`config.mk`:
```
export PLATFORM = sky130hd
export DESIGN_NAME = pci_iseq
export DESIGN_NICKNAME = d
export VERILOG_FILES = /design/src/rtl/pci_iseq_pkg.sv /design/src/rtl/pci_iseq_dsel_watch.sv /design/src/rtl/pci_iseq_phase_track.sv /design/src/rtl/pci_iseq_classify.sv /design/src/rtl/pci_iseq.sv
export SDC_FILE = /design/constraint.sdc
export NUM_CORES = 1
export LEC_CHECK = 0
export ABC_CLOCK_PERIOD_IN_PS = 4800
export CAP_MARGIN = 30
export CORE_MARGIN = 5
export CORE_UTILIZATION = 49
export CTS_CLUSTER_DIAMETER = 80
export CTS_CLUSTER_SIZE = 25
export DETAILED_ROUTE_END_ITERATION = 10
export PLACE_DENSITY = 0.86
export SETUP_SLACK_MARGIN = 0.2
export SLEW_MARGIN = 20
export SYNTH_ARGS = -nofsm -noshare
export SYNTH_HDL_FRONTEND = slang
export SYNTH_SLANG_ARGS = --single-unit
export TNS_END_PERCENT = 20
```
`constraint.sdc`:
```
create_clock -name clk -period 4.8 [get_ports clk]
set_input_delay 0.72 -clock clk [delete_from_list [all_inputs] [get_ports clk]]
set_output_delay 0.72 -clock clk [all_outputs]
set_load 0.05 [all_outputs]
```
`src/rtl/pci_iseq_pkg.sv`:
```
package pci_iseq_pkg;
  typedef enum logic [2:0] {
    TERM_OK     = 3'd0,
    TERM_MABORT = 3'd1,
    TERM_TABORT = 3'd2,
    TERM_RETRY  = 3'd3,
    TERM_DISC   = 3'd4
  } term_t;

  typedef enum logic [1:0] {
    PH_IDLE,
    PH_ADDR,
    PH_DATA,
    PH_DRAIN
  } phase_t;

  localparam int unsigned MIN_DSEL_LIMIT = 5;
endpackage

```
`src/rtl/pci_iseq_dsel_watch.sv`:
```
module pci_iseq_dsel_watch
  import pci_iseq_pkg::*;
#(
  parameter int unsigned TO_W = 3
) (
  input  logic            clk,
  input  logic            rst_n,
  input  logic            arm,
  input  logic            track,
  input  logic            dev_now,
  input  logic [TO_W-1:0] cfg_limit,
  output logic            seen,
  output logic            expired
);
  localparam logic [TO_W-1:0] FLOOR   = TO_W'(MIN_DSEL_LIMIT);
  localparam logic [TO_W-1:0] CNT_TOP = '1;

  logic [TO_W-1:0] clk_cnt_q;
  logic [TO_W-1:0] limit;
  logic            seen_q;

  always_comb limit = (cfg_limit < FLOOR) ? FLOOR : cfg_limit;

  always_ff @(posedge clk or negedge rst_n) begin
    if (!rst_n) begin
      clk_cnt_q <= '0;
      seen_q    <= 1'b0;
    end else if (arm) begin
      clk_cnt_q <= TO_W'(1);
      seen_q    <= 1'b0;
    end else if (track) begin
      if (clk_cnt_q != CNT_TOP) clk_cnt_q <= clk_cnt_q + TO_W'(1);
      seen_q <= seen_q | dev_now;
    end
  end

  assign seen    = seen_q;
  assign expired = !seen_q && !dev_now && (clk_cnt_q >= limit);
endmodule

```
`src/rtl/pci_iseq_phase_track.sv`:
```
module pci_iseq_phase_track #(
  parameter int unsigned LEN_W = 4
) (
  input  logic             clk,
  input  logic             rst_n,
  input  logic             load,
  input  logic [LEN_W-1:0] len_in,
  input  logic             step,
  output logic [LEN_W-1:0] left,
  output logic [LEN_W-1:0] done_cnt,
  output logic             last
);
  logic [LEN_W-1:0] left_q;
  logic [LEN_W-1:0] cnt_q;

  always_ff @(posedge clk or negedge rst_n) begin
    if (!rst_n) begin
      left_q <= LEN_W'(1);
      cnt_q  <= '0;
    end else if (load) begin
      left_q <= (len_in == '0) ? LEN_W'(1) : len_in;
      cnt_q  <= '0;
    end else if (step) begin
      if (left_q != '0) left_q <= left_q - LEN_W'(1);
      cnt_q <= cnt_q + LEN_W'(1);
    end
  end

  assign left     = left_q;
  assign done_cnt = cnt_q;
  assign last     = (left_q == LEN_W'(1));
endmodule

```
`src/rtl/pci_iseq_classify.sv`:
```
module pci_iseq_classify
  import pci_iseq_pkg::*;
(
  input  logic  xfer,
  input  logic  last,
  input  logic  stop,
  input  logic  dev,
  input  logic  seen,
  input  logic  expired,
  input  logic  any_done,
  output logic  finish,
  output term_t code,
  output logic  add_one
);
  always_comb begin
    finish  = 1'b0;
    code    = TERM_OK;
    add_one = xfer;
    if (xfer && last) begin
      finish = 1'b1;
      code   = TERM_OK;
    end else if (stop && dev) begin
      finish = 1'b1;
      code   = (!any_done && !xfer) ? TERM_RETRY : TERM_DISC;
    end else if (stop && !dev && seen) begin
      finish = 1'b1;
      code   = TERM_TABORT;
    end else if (expired) begin
      finish = 1'b1;
      code   = TERM_MABORT;
    end
  end
endmodule

```
`src/rtl/pci_iseq.sv`:
```
module pci_iseq
  import pci_iseq_pkg::*;
#(
  parameter int unsigned ADDR_W = 32,
  parameter int unsigned LEN_W  = 4,
  parameter int unsigned TO_W   = 3
) (
  input  logic              clk,
  input  logic              rst_n,
  input  logic [TO_W-1:0]   cfg_dsel_limit,
  input  logic              req_valid,
  output logic              req_ready,
  input  logic [3:0]        req_cmd,
  input  logic [ADDR_W-1:0] req_addr,
  input  logic [LEN_W-1:0]  req_len,
  output logic              bus_frame_n,
  output logic              bus_irdy_n,
  output logic              bus_addr_phase,
  output logic [ADDR_W-1:0] bus_ad_out,
  output logic [3:0]        bus_cbe_out,
  input  logic              bus_devsel_n,
  input  logic              bus_trdy_n,
  input  logic              bus_stop_n,
  output logic              done,
  output logic [2:0]        done_status,
  output logic [LEN_W-1:0]  done_count
);
  phase_t            state_q;
  logic              frame_n_q, irdy_n_q, done_q;
  logic [ADDR_W-1:0] ad_q;
  logic [3:0]        cbe_q;
  term_t             status_q;
  logic [LEN_W-1:0]  count_q;

  logic in_data, dev, trdy, stop, xfer;
  logic seen, expired;
  logic [LEN_W-1:0] left, done_cnt;
  logic last;
  logic cls_finish, cls_add;
  term_t cls_code;

  assign in_data = (state_q == PH_DATA);
  assign dev     = in_data && !bus_devsel_n;
  assign trdy    = in_data && !bus_trdy_n;
  assign stop    = in_data && !bus_stop_n;
  assign xfer    = dev && trdy;

  pci_iseq_dsel_watch #(.TO_W(TO_W)) u_watch (
    .clk       (clk),
    .rst_n     (rst_n),
    .arm       (state_q == PH_ADDR),
    .track     (in_data),
    .dev_now   (dev),
    .cfg_limit (cfg_dsel_limit),
    .seen      (seen),
    .expired   (expired)
  );

  pci_iseq_phase_track #(.LEN_W(LEN_W)) u_track (
    .clk      (clk),
    .rst_n    (rst_n),
    .load     ((state_q == PH_IDLE) && req_valid),
    .len_in   (req_len),
    .step     (xfer),
    .left     (left),
    .done_cnt (done_cnt),
    .last     (last)
  );

  pci_iseq_classify u_cls (
    .xfer     (xfer),
    .last     (last),
    .stop     (stop),
    .dev      (dev),
    .seen     (seen),
    .expired  (expired),
    .any_done (done_cnt != '0),
    .finish   (cls_finish),
    .code     (cls_code),
    .add_one  (cls_add)
  );

  always_ff @(posedge clk or negedge rst_n) begin
    if (!rst_n) begin
      state_q   <= PH_IDLE;
      frame_n_q <= 1'b1;
      irdy_n_q  <= 1'b1;
      done_q    <= 1'b0;
      ad_q      <= '0;
      cbe_q     <= '0;
      status_q  <= TERM_OK;
      count_q   <= '0;
    end else begin
      done_q <= 1'b0;
      unique case (state_q)
        PH_IDLE: begin
          if (req_valid) begin
            state_q   <= PH_ADDR;
            frame_n_q <= 1'b0;
            ad_q      <= req_addr;
            cbe_q     <= req_cmd;
          end
        end
        PH_ADDR: begin
          state_q   <= PH_DATA;
          irdy_n_q  <= 1'b0;
          frame_n_q <= last;
          ad_q      <= '0;
          cbe_q     <= '0;
        end
        PH_DATA: begin
          if (cls_finish) begin
            status_q <= cls_code;
            count_q  <= done_cnt + LEN_W'(cls_add);
            if (!frame_n_q) begin
              state_q   <= PH_DRAIN;
              frame_n_q <= 1'b1;
            end else begin
              state_q  <= PH_IDLE;
              irdy_n_q <= 1'b1;
              done_q   <= 1'b1;
            end
          end else if (xfer && (left == LEN_W'(2))) begin
            frame_n_q <= 1'b1;
          end
        end
        PH_DRAIN: begin
          state_q  <= PH_IDLE;
          irdy_n_q <= 1'b1;
          done_q   <= 1'b1;
        end
        default: state_q <= PH_IDLE;
      endcase
    end
  end

  assign req_ready      = (state_q == PH_IDLE);
  assign bus_frame_n    = frame_n_q;
  assign bus_irdy_n     = irdy_n_q;
  assign bus_addr_phase = (state_q == PH_ADDR);
  assign bus_ad_out     = ad_q;
  assign bus_cbe_out    = cbe_q;
  assign done           = done_q;
  assign done_status    = status_q;
  assign done_count     = count_q;
endmodule

```
==> results of run 1 <==
## Yosys cell counts, types with 2 or more instances
master / n / area share (%)
xnor2_1: 3 / 0.94
a2bb2oi_1: 2 / 0.63
o21ai_0: 3 / 0.54
clkbuf_1: 5 / 0.67
nor3_1: 4 / 0.72
nand3_1: 4 / 0.72
nand4_1: 2 / 0.45
nor2_1: 12 / 1.6
nor2b_1: 2 / 0.45
mux2_4: 4 / 2.2
nand2_1: 9 / 1.2
o32ai_1: 2 / 0.63
a22o_1: 37 / 12
o22ai_1: 3 / 0.67
inv_1: 15 / 2.0
a21oi_1: 5 / 0.90
mux2i_1: 2 / 0.72
xor2_1: 5 / 1.6
dfrtp_1: 57 / 51
a21o_1: 2 / 0.54
ha_1: 17 / 7.6
buf_2: 4 / 0.72
a22oi_1: 2 / 0.54
nand3b_1: 2 / 0.54
o21ai_1: 3 / 0.54
dfstp_2: 3 / 2.8
nand2b_1: 2 / 0.45
## stage by stage
step | cell area, µm² | std cells
detailed placement | 3816 | 392
finish | 4008 | 408
floorplan | 2791 | 231
global route | 4008 | 408
CTS | 4008 | 408
global placement | 3816 | 392
## per-layer routing
layer  up-vias  part of all wire (%)
li1       1041                     -
met1      1044                    43
met2        83                    45
met3        11                   9.9
met4         0                   1.7
met5         -                     0
## power groups by stage
stage	registers, W	clock network, W	logic (W)
2_1_floorplan	0.00120	0	0.000615
3_3_place_gp	0.000816	0	0.00141
3_5_place_dp	0.000815	0	0.00145
4_1_cts	0.000816	0.000448	0.00145
5_1_grt	0.000842	0.000472	0.00154
6_report	0.000816	0.000439	0.00143
## registers in the layout, indices dropped and copies added, names as in the netlist
signal	flops
bus_ad_out	32
bus_cbe_out	4
bus_frame_n	1
bus_irdy_n	1
done	1
done_count	4
done_status	3
state_q	2
u_track.done_cnt	4
u_track.left	4
u_watch.clk_cnt_q	3
u_watch.seen	1
## cells by family after synthesis
kind of cell    synth area share (%)
compound gates                 20.48
xor+xnor                       2.510
fa+ha+maj                      7.620
buf+inv                        3.810
flops                          53.92
mux                            3.272
other cells                   0.1343
simple gates                   8.248
## cell type report
cell class | instances | area [µm²] | share of cell area, %
clock inverter | 7 | 67.56 | 1.686
tap | 72 | 90.09 | 2.248
multi-input combinational | 146 | 1186 | 29.60
sequential | 60 | 1505 | 37.56
clock buffer | 9 | 123.9 | 3.091
inverter | 15 | 56.30 | 1.405
timing repair buffer | 99 | 978.4 | 24.41
## worst min-delay path, cell delays in order (launching register included)
cell	delay (ns)
dfstp_2	0.38
inv_1	0.04
a211oi_1	0.05
## worst paths after layout
| path | cells after the start | startpoint | slack [ns] | to |
|---|---|---|---|---|
| worst min-delay path | 2 | bus_irdy_n | 0.48 | bus_irdy_n |
| worst max register to register | 6 | state_q[0] | 2.71 | done_count[1] |
| worst min register to register | 2 | bus_irdy_n | 0.48 | bus_irdy_n |
| max in group asynchronous | 2 | rst_n | 3.78 | done_count[2] |
| min in group asynchronous | 2 | rst_n | 0.53 | bus_ad_out[24] |
| worst max-delay path | 3 | state_q[1] | 1.93 | bus_addr_phase |
==> flow_summary.json, run 1 <==
{
  "syn-cell-area_um2": 2791,
  "power_density_nw_per_um2": 670.7,
  "tightestPinTransition_ns": 0.7412,
  "die_y_um": 85.48,
  "antenna_found_initial": 0,
  "grt_pass1_wl_um": 11290,
  "drive_above_1_share_pct": 11.01,
  "fp.dieW_um": 85.48,
  "p_sw_w": 0.001210,
  "drt_iter0_drc": 62,
  "dr.pass1.iters": 4,
  "grt_pass1_vias": 2302,
  "ys.warnings.count": 0,
  "vias_per_cell": 5.341,
  "finish.utilization_pct": 72.78,
  "cts_setup_buffers": 0,
  "slew_headroom_pct": 50.59,
  "post_cts_resized": 0,
  "finalPower_w": 0.002688,
  "async_flop_share_pct": 100.0,
  "nets": 397,
  "synth_seq_cells": 60,
  "dr_total_vias": 2179,
  "cts_root_buffer": "clkbuf_8",
  "finalSetupTns_ns": 0,
  "synth_cells": 231,
  "fin_worst_skew_ns": 0.004601,
  "fp-row-count": 27,
  "hold_violations": 0,
  "clockPowerShare_pct": 16.3,
  "dieArea_um2": 7306,
  "path_cells": "inv_1 > ha_1 > clkdlybuf4s50_1",
  "drt_wl_total_um": 6592,
  "total_leakage_power_nw": 1.797,
  "clk_pin_slew_ns": 0.07,
  "worst_slack_ns": 1.935,
  "ir_drop_mv": 0.3583,
  "yosysUniqueCellTypes": 47,
  "pin_count": 97,
  "crit_family": "buffers and inverters",
  "slew_viol_final": 0,
  "swShare_pct": 45.02,
  "hold_ws_ns": 0.4792,
  "grt_use_met3_pct": 7.670,
  "gr-usage-met1_pct": 25.11,
  "synth_ff_type": "dfrtp_1",
  "busiest_layer": "met2",
  "synth_edf_count": 0,
  "port_buffers": 96,
  "avgRoutedWirePerCell_um": 16.16,
  "grt_max_degree": 61,
  "place_ws_ns": 1.738,
  "htree_levels": 3,
  "place_congestion": 0.7977,
  "cts_hold_buf": 0,
  "start_kind": "flop",
  "cts_tree": "built",
  "crit_arrival_ns": 2.15,
  "combPwrFrac_pct": 53.3,
  "timing.fmax_mhz": 349.0,
  "cp-end-kind": "primary output",
  "clock_latency_ns": 0.33,
  "status": "finished clean",
  "seq_area_frac_synth_pct": 53.92,
  "mostFrequentLayoutCells": "clkdlybuf4s50_1 (95), dfrtp_1 (57), a22o_1 (37), ha_1 (17), inv_1 (15)",
  "antenna_left": 0,
  "numCtsBuffers": 9,
  "hp-class": "reg -> reg",
  "area_delta_synth_final_pct": 43.57,
  "place_hpwl_um": 4831,
  "min_period_ns": 2.865,
  "track_usage_pct": 19.60,
  "syn-num-nets": 297,
  "antenna_cells": 0,
  "core_um2": 5507,
  "overflow": 0,
  "mostFrequentLayoutCell": "clkdlybuf4s50_1",
  "setup_violations": 0,
  "p_seq_share_pct": 30.4,
  "critical_path_class": "reg -> out",
  "clock_sinks": 60,
  "p_int_w": 0.001478,
  "cp.buffers_inverters": 2,
  "fill_cells": 400,
  "cp_slowest_cell": "clkdlybuf4s50_1",
  "drc": 0,
  "start_util_pct": 50.69,
  "crit_required_ns": 4.08,
  "worst-path-max-fanout": 8,
  "grt_use_met2_pct": 29.38,
  "syn_avg_cell_area_um2": 12.08,
  "cpPeakStageDelay_ns": 0.89,
  "cts_buffer_depth": 2,
  "cap_violations": 0,
  "period_share_pct": 59.70,
  "grt_setup_unrepaired": "false"
}
Power figures use the tool's default switching activity.
==> inputs of run 2 (changes only) <==
--- a/config.mk
+++ b/config.mk
@@ -5,14 +5,14 @@
 export SDC_FILE = /design/constraint.sdc
 export NUM_CORES = 1
 export LEC_CHECK = 0
-export ABC_CLOCK_PERIOD_IN_PS = 4800
+export ABC_CLOCK_PERIOD_IN_PS = 2640
 export CAP_MARGIN = 30
 export CORE_MARGIN = 5
-export CORE_UTILIZATION = 49
+export CORE_UTILIZATION = 45
 export CTS_CLUSTER_DIAMETER = 80
 export CTS_CLUSTER_SIZE = 25
 export DETAILED_ROUTE_END_ITERATION = 10
-export PLACE_DENSITY = 0.86
+export PLACE_DENSITY = 0.8
 export SETUP_SLACK_MARGIN = 0.2
 export SLEW_MARGIN = 20
 export SYNTH_ARGS = -nofsm -noshare
==> constraint.sdc (replaced) <==
create_clock -name clk -period 2.64 [get_ports clk]
set_input_delay 0.396 -clock clk [delete_from_list [all_inputs] [get_ports clk]]
set_output_delay 0.396 -clock clk [all_outputs]
set_load 0.05 [all_outputs]
==> run 2 against run 1 <==
Count of clock-buffer cells in the layout grew 5. Hold slack got worse by 0.44 ns. Sequential share of layout area decreased by 0.35 points. Combinational power is 85% higher. Routed wire length increased by 0.90%. Worst setup slack worse by 1.6 ns. Flip-flop and latch count unchanged.
==> flow_summary.json, run 2 (same netlist as run 1, synthesis figures left out) <==
{
  "status": "finished clean",
  "avgRoutedWirePerCell_um": 16.03,
  "ir_drop_mv": 0.7151,
  "grt_max_degree": 37,
  "dr_total_vias": 2164,
  "drt_iter0_drc": 81,
  "min_period_ns": 2.330,
  "vias_per_cell": 5.214,
  "worst_slack_ns": 0.3099,
  "multi_input_area_um2": 1195,
  "hp-class": "in -> async",
  "tightestPinTransition_ns": 0.5430,
  "start_util_pct": 46.60,
  "combPwrFrac_pct": 53.6,
  "crit_required_ns": 2.89,
  "fin_worst_skew_ns": 0.01225,
  "pin_count": 97,
  "largest_register_ffs": 32,
  "fill_cells": 445,
  "cts_tree": "built",
  "numCtsBuffers": 9,
  "cts_setup_buffers": 0,
  "period_share_pct": 88.26,
  "port_buffers": 96,
  "seqCellArea_um2": 1505,
  "setup_violations": 0,
  "fp.dieW_um": 88.76,
  "nets": 401,
  "p_seq_share_pct": 30.2,
  "drc": 0,
  "clockPowerShare_pct": 16.2,
  "power_density_nw_per_um2": 1218,
  "antenna_left": 0,
  "start_kind": "primary input",
  "clock_latency_ns": 0.33,
  "finalSetupTns_ns": 0,
  "die_y_um": 88.76,
  "antenna_cells": 0,
  "grt_pass1_wl_um": 11240,
  "track_usage_pct": 18.83,
  "total_leakage_power_nw": 1.824,
  "mostFrequentLayoutCell": "clkdlybuf4s50_1",
  "antenna_found_initial": 0,
  "cap_violations": 0,
  "dr.pass1.iters": 4,
  "critical_path_class": "in -> reg",
  "cts_buffer_depth": 2,
  "fp-row-count": 28,
  "mostFrequentLayoutCells": "clkdlybuf4s50_1 (94), dfrtp_1 (57), a22o_1 (37), ha_1 (17), inv_1 (15)",
  "grt_pass1_vias": 2309,
  "p_int_w": 0.002733,
  "area_delta_synth_final_pct": 44.91,
  "dieArea_um2": 7878,
  "cp-end-kind": "flop",
  "worst-path-max-fanout": 4,
  "clk_pin_slew_ns": 0.07,
  "clock_sinks": 60,
  "slew_viol_final": 0,
  "drt_wl_total_um": 6651,
  "crit_arrival_ns": 2.58,
  "overflow": 0,
  "grt_setup_unrepaired": "false",
  "r2r_cells": 6,
  "place_congestion": 0.7677,
  "p_sw_w": 0.002195,
  "core_um2": 5991,
  "slew_headroom_pct": 63.69,
  "hold_violations": 0,
  "place_hpwl_um": 4832,
  "cts_root_buffer": "clkbuf_8",
  "swShare_pct": 44.54,
  "drive_above_1_share_pct": 10.88,
  "htree_levels": 3,
  "place_ws_ns": -0.05858,
  "timing.fmax_mhz": 429.2
}
-- run 2: worst paths after layout --
path | start | endpoint | slack (ns)
worst min register to register | bus_irdy_n | bus_irdy_n | 0.48
worst min-delay path | rst_n | u_watch.clk_cnt_q[1] | 0.04
min in group clk | bus_irdy_n | bus_irdy_n | 0.48
worst max-delay path | cfg_dsel_limit[2] | bus_frame_n | 0.31
worst max register to register | state_q[0] | done_count[1] | 0.56
max in group asynchronous | rst_n | bus_ad_out[25] | 1.91
-- run 2: final cells by class --
cell class | instances | area share, %
clock inverters | 2 | 0.8661
repair buffers | 103 | 24.90
well taps | 75 | 2.320
flip-flops and latches | 60 | 37.21
clock buffers | 14 | 3.774
multi-input cells | 146 | 29.54
inverters | 15 | 1.392
-- run 2: routing by layer --
metal	wire [µm]	track usage, %	vias up
li1	-	-	1042
met1	3078	25.79	1031
met2	2856	26.52	84
met3	633	8.007	7
met4	82	7.005	0
met5	0	0	-
-- run 2: power by group through the flow --
| stage | clock [W] | combinational (W) | sequential [W] |
|---|---|---|---|
| floorplan | 0 | 0.00112 | 0.00218 |
| global placement | 0 | 0.00259 | 0.00149 |
| detailed placement | 0 | 0.00265 | 0.00149 |
| CTS | 0.000816 | 0.00265 | 0.00149 |
| global route | 0.000863 | 0.00286 | 0.00154 |
| finish | 0.000800 | 0.00264 | 0.00149 |
-- run 2: through the flow --
step / cell area, µm² / std cells / utilization [%] / total power [W] / hold slack [ns]
2_1_floorplan: 2791 / 231 / - / 0.003295 / 0.1004
3_3_place_gp: 3850 / 399 / 64.26 / 0.004074 / 0.4094
3_5_place_dp: 3850 / 399 / 64.26 / 0.004139 / 0.4153
4_1_cts: 4036 / 415 / 67.38 / 0.004954 / 0.05118
5_1_grt: 4045 / 415 / 67.52 / 0.005261 / 0.07172
6_report: 4045 / 415 / 67.52 / 0.004928 / 0.03974
-- run 2: repair_timing --
| action | 4_1_cts | 5_1_grt |
|---|---|---|
| gates resized for setup | 1 | 1 |
| hold buffers | 0 | 0 |
| setup endpoints to repair | 1 | 5 |
-- run 2: worst max-delay path: stages --
cell and delay (ns):
clkdlybuf4s50_1 0.45, nand2_1 0.06, or2_2 0.28, ha_1 0.26, nand2b_1 0.18, a31oi_4 0.22, o31ai_2 0.11, o311ai_2 0.27
mux2_1 0.35
==> inputs of run 3 (changes only) <==
--- a/config.mk
+++ b/config.mk
@@ -13,6 +13,7 @@
 export CTS_CLUSTER_SIZE = 25
 export DETAILED_ROUTE_END_ITERATION = 10
 export PLACE_DENSITY = 0.8
+export REMOVE_ABC_BUFFERS = 1
 export SETUP_SLACK_MARGIN = 0.2
 export SLEW_MARGIN = 20
 export SYNTH_ARGS = -nofsm -noshare
==> run 3 against run 2 <==
Power decreased by 1.5%. Critical endpoint is now done_count[1]. Clock power down 9.4%. Worst setup slack worse by 0.046 ns. Critical path depth unchanged. Routed wire length increased by 2.2%. Global-route usage decreased by 0.12 points. Cell count grew 0.24%. Register-to-register slack hardly changed. Hold slack improved by 0.36 ns. Design area barely moved. Combinational power about the same.
==> flow_summary.json, run 3 (same netlist as run 1, synthesis figures left out) <==
{
  "status": "finished clean",
  "combPwrFrac_pct": 54.5,
  "total_leakage_power_nw": 1.826,
  "p_int_w": 0.002661,
  "slew_headroom_pct": 63.52,
  "core_um2": 5991,
  "pin_count": 97,
  "antenna_left": 0,
  "finalInstanceArea_um2": 4049,
  "crit-reg2reg-capture": "done_count[1]",
  "place_inst": 399,
  "hold_violations": 0,
  "grt_setup_unrepaired": "true",
  "clock_sinks": 60,
  "drc": 0,
  "slew_viol_final": 0,
  "mostFrequentLayoutCell": "clkdlybuf4s50_1",
  "worst-path-max-fanout": 6,
  "crit_required_ns": 2.85,
  "setup_violations": 0,
  "vias_per_cell": 5.233,
  "grt_pass1_vias": 2311,
  "antenna_cells": 0,
  "timing.fmax_mhz": 420.9,
  "critical_path_class": "in -> reg",
  "hp-class": "in -> async",
  "finish.utilization_pct": 67.59,
  "fin_cells": 416,
  "ir_drop_mv": 0.7428,
  "dr_total_vias": 2177,
  "port_buffers": 96,
  "dpl-instance-area_um2": 3850,
  "largest_register_ffs": 32,
  "crit_arrival_ns": 2.59,
  "p_seq_share_pct": 30.6,
  "r2r_start": "state_q[0]",
  "cp-end-kind": "flop",
  "overflow": 0,
  "dr.pass1.iters": 4,
  "area_delta_synth_final_pct": 45.05,
  "place_ws_ns": -0.07446,
  "fp-row-count": 28,
  "power_density_nw_per_um2": 1199,
  "place_hpwl_um": 5003,
  "grt_max_degree": 37,
  "fp.dieW_um": 88.76,
  "start_kind": "primary input",
  "antenna_found_initial": 0,
  "nets": 402,
  "period_share_pct": 89.99,
  "clk_pin_slew_ns": 0.07,
  "cts_tree": "built",
  "drive_above_1_share_pct": 11.14,
  "hold_ws_ns": 0.4003,
  "p_sw_w": 0.002192,
  "tightestPinTransition_ns": 0.5454,
  "worst_slack_ns": 0.2643,
  "fin_worst_skew_ns": 0.006120,
  "mostFrequentLayoutCells": "clkdlybuf4s50_1 (94), dfrtp_1 (57), a22o_1 (37), ha_1 (17), inv_1 (15)",
  "min_period_ns": 2.376,
  "cts_setup_buffers": 0,
  "avgRoutedWirePerCell_um": 16.33,
  "grt_pass1_wl_um": 11170,
  "drt_wl_total_um": 6795,
  "place_congestion": 0.7820,
  "start_util_pct": 46.60,
  "die_y_um": 88.76,
  "drt_iter0_drc": 82,
  "r2r_cells": 6,
  "numCtsBuffers": 9,
  "cap_violations": 0,
  "track_usage_pct": 18.71,
  "dieArea_um2": 7878,
  "reg2reg_slack_ns": 0.56,
  "clock_latency_ns": 0.33,
  "cts_buffer_depth": 2,
  "htree_levels": 3,
  "swShare_pct": 45.17,
  "clockPowerShare_pct": 14.9,
  "cts_root_buffer": "clkbuf_8"
}
## run 3: cell count changes in the layout (fill, tap and decap cells not counted)
cell	delta
clkinv_2	+1
o31ai_2	-1
o31ai_4	+1
bufinv_16	-1
dlygate4sd3_1	+1
clkbuf_8	+1
clkbuf_1	-1
## run 3: per-layer routing
metal | up-vias | global-route usage, % | routed length [µm]
met5 | - | 0 | 0
met4 | 0 | 5.769 | 44
met3 | 5 | 10.34 | 815
met2 | 86 | 27.67 | 3025
met1 | 1038 | 23.46 | 2909
li1 | 1048 | - | -
## run 3: per-stage QoR
step / setup TNS [ns] / power, W
finish: 0 / 0.004853
global route: 0 / 0.005181
CTS: 0 / 0.004866
detailed placement: -0.3590 / 0.004127
global placement: -0.1380 / 0.004076
floorplan: -10.64 / 0.003254
## run 3: worst max-delay path: stages
cell             delay (ns)
clkdlybuf4s50_1        0.45
nand2_1                0.06
or2_2                  0.28
ha_1                   0.26
nand2b_1               0.17
a31oi_4                0.25
nand2_1                0.10
and4_1                 0.29
mux2_4                 0.33
## run 3: worst max-delay path by stage
| stage | end | from | depth (start not counted) |
|---|---|---|---|
| detailed placement | done_count[0] | cfg_dsel_limit[1] | 9 |
| finish | done_count[1] | cfg_dsel_limit[1] | 9 |
| global placement | done_count[0] | cfg_dsel_limit[2] | 9 |
| global route | done_count[3] | cfg_dsel_limit[2] | 9 |
| CTS | bus_frame_n | cfg_dsel_limit[1] | 9 |
| floorplan | bus_ad_out[0] | state_q[0] | 5 |
## run 3: cell type report
class	instances	area, µm²
fillers	463	1942
flip-flops and latches	60	1505
multi-input cells	146	1204
repair buffers	104	1017
clock buffers	14	162.7
well taps	75	93.84
inverters	15	56.30
clock inverters	2	10.01
## run 3: repair_timing
| action | in CTS | in global routing |
|---|---|---|
| pin swaps | 0 | 1 |
| gates resized for setup | 1 | 2 |
| endpoints found under the setup margin | 1 | 6 |
| hold buffers | 1 | 0 |
| cloned | 0 | 0 |
| endpoints found under the hold margin | 3 | 0 |
## run 3: power groups by stage
| stage | registers (W) | clock network (W) | logic (W) |
|---|---|---|---|
| floorplan | 0.00218 | 0 | 0.00108 |
| global placement | 0.00149 | 0 | 0.00259 |
| detailed placement | 0.00148 | 0 | 0.00264 |
| CTS | 0.00148 | 0.000739 | 0.00264 |
| global route | 0.00153 | 0.000792 | 0.00286 |
| finish | 0.00149 | 0.000725 | 0.00264 |
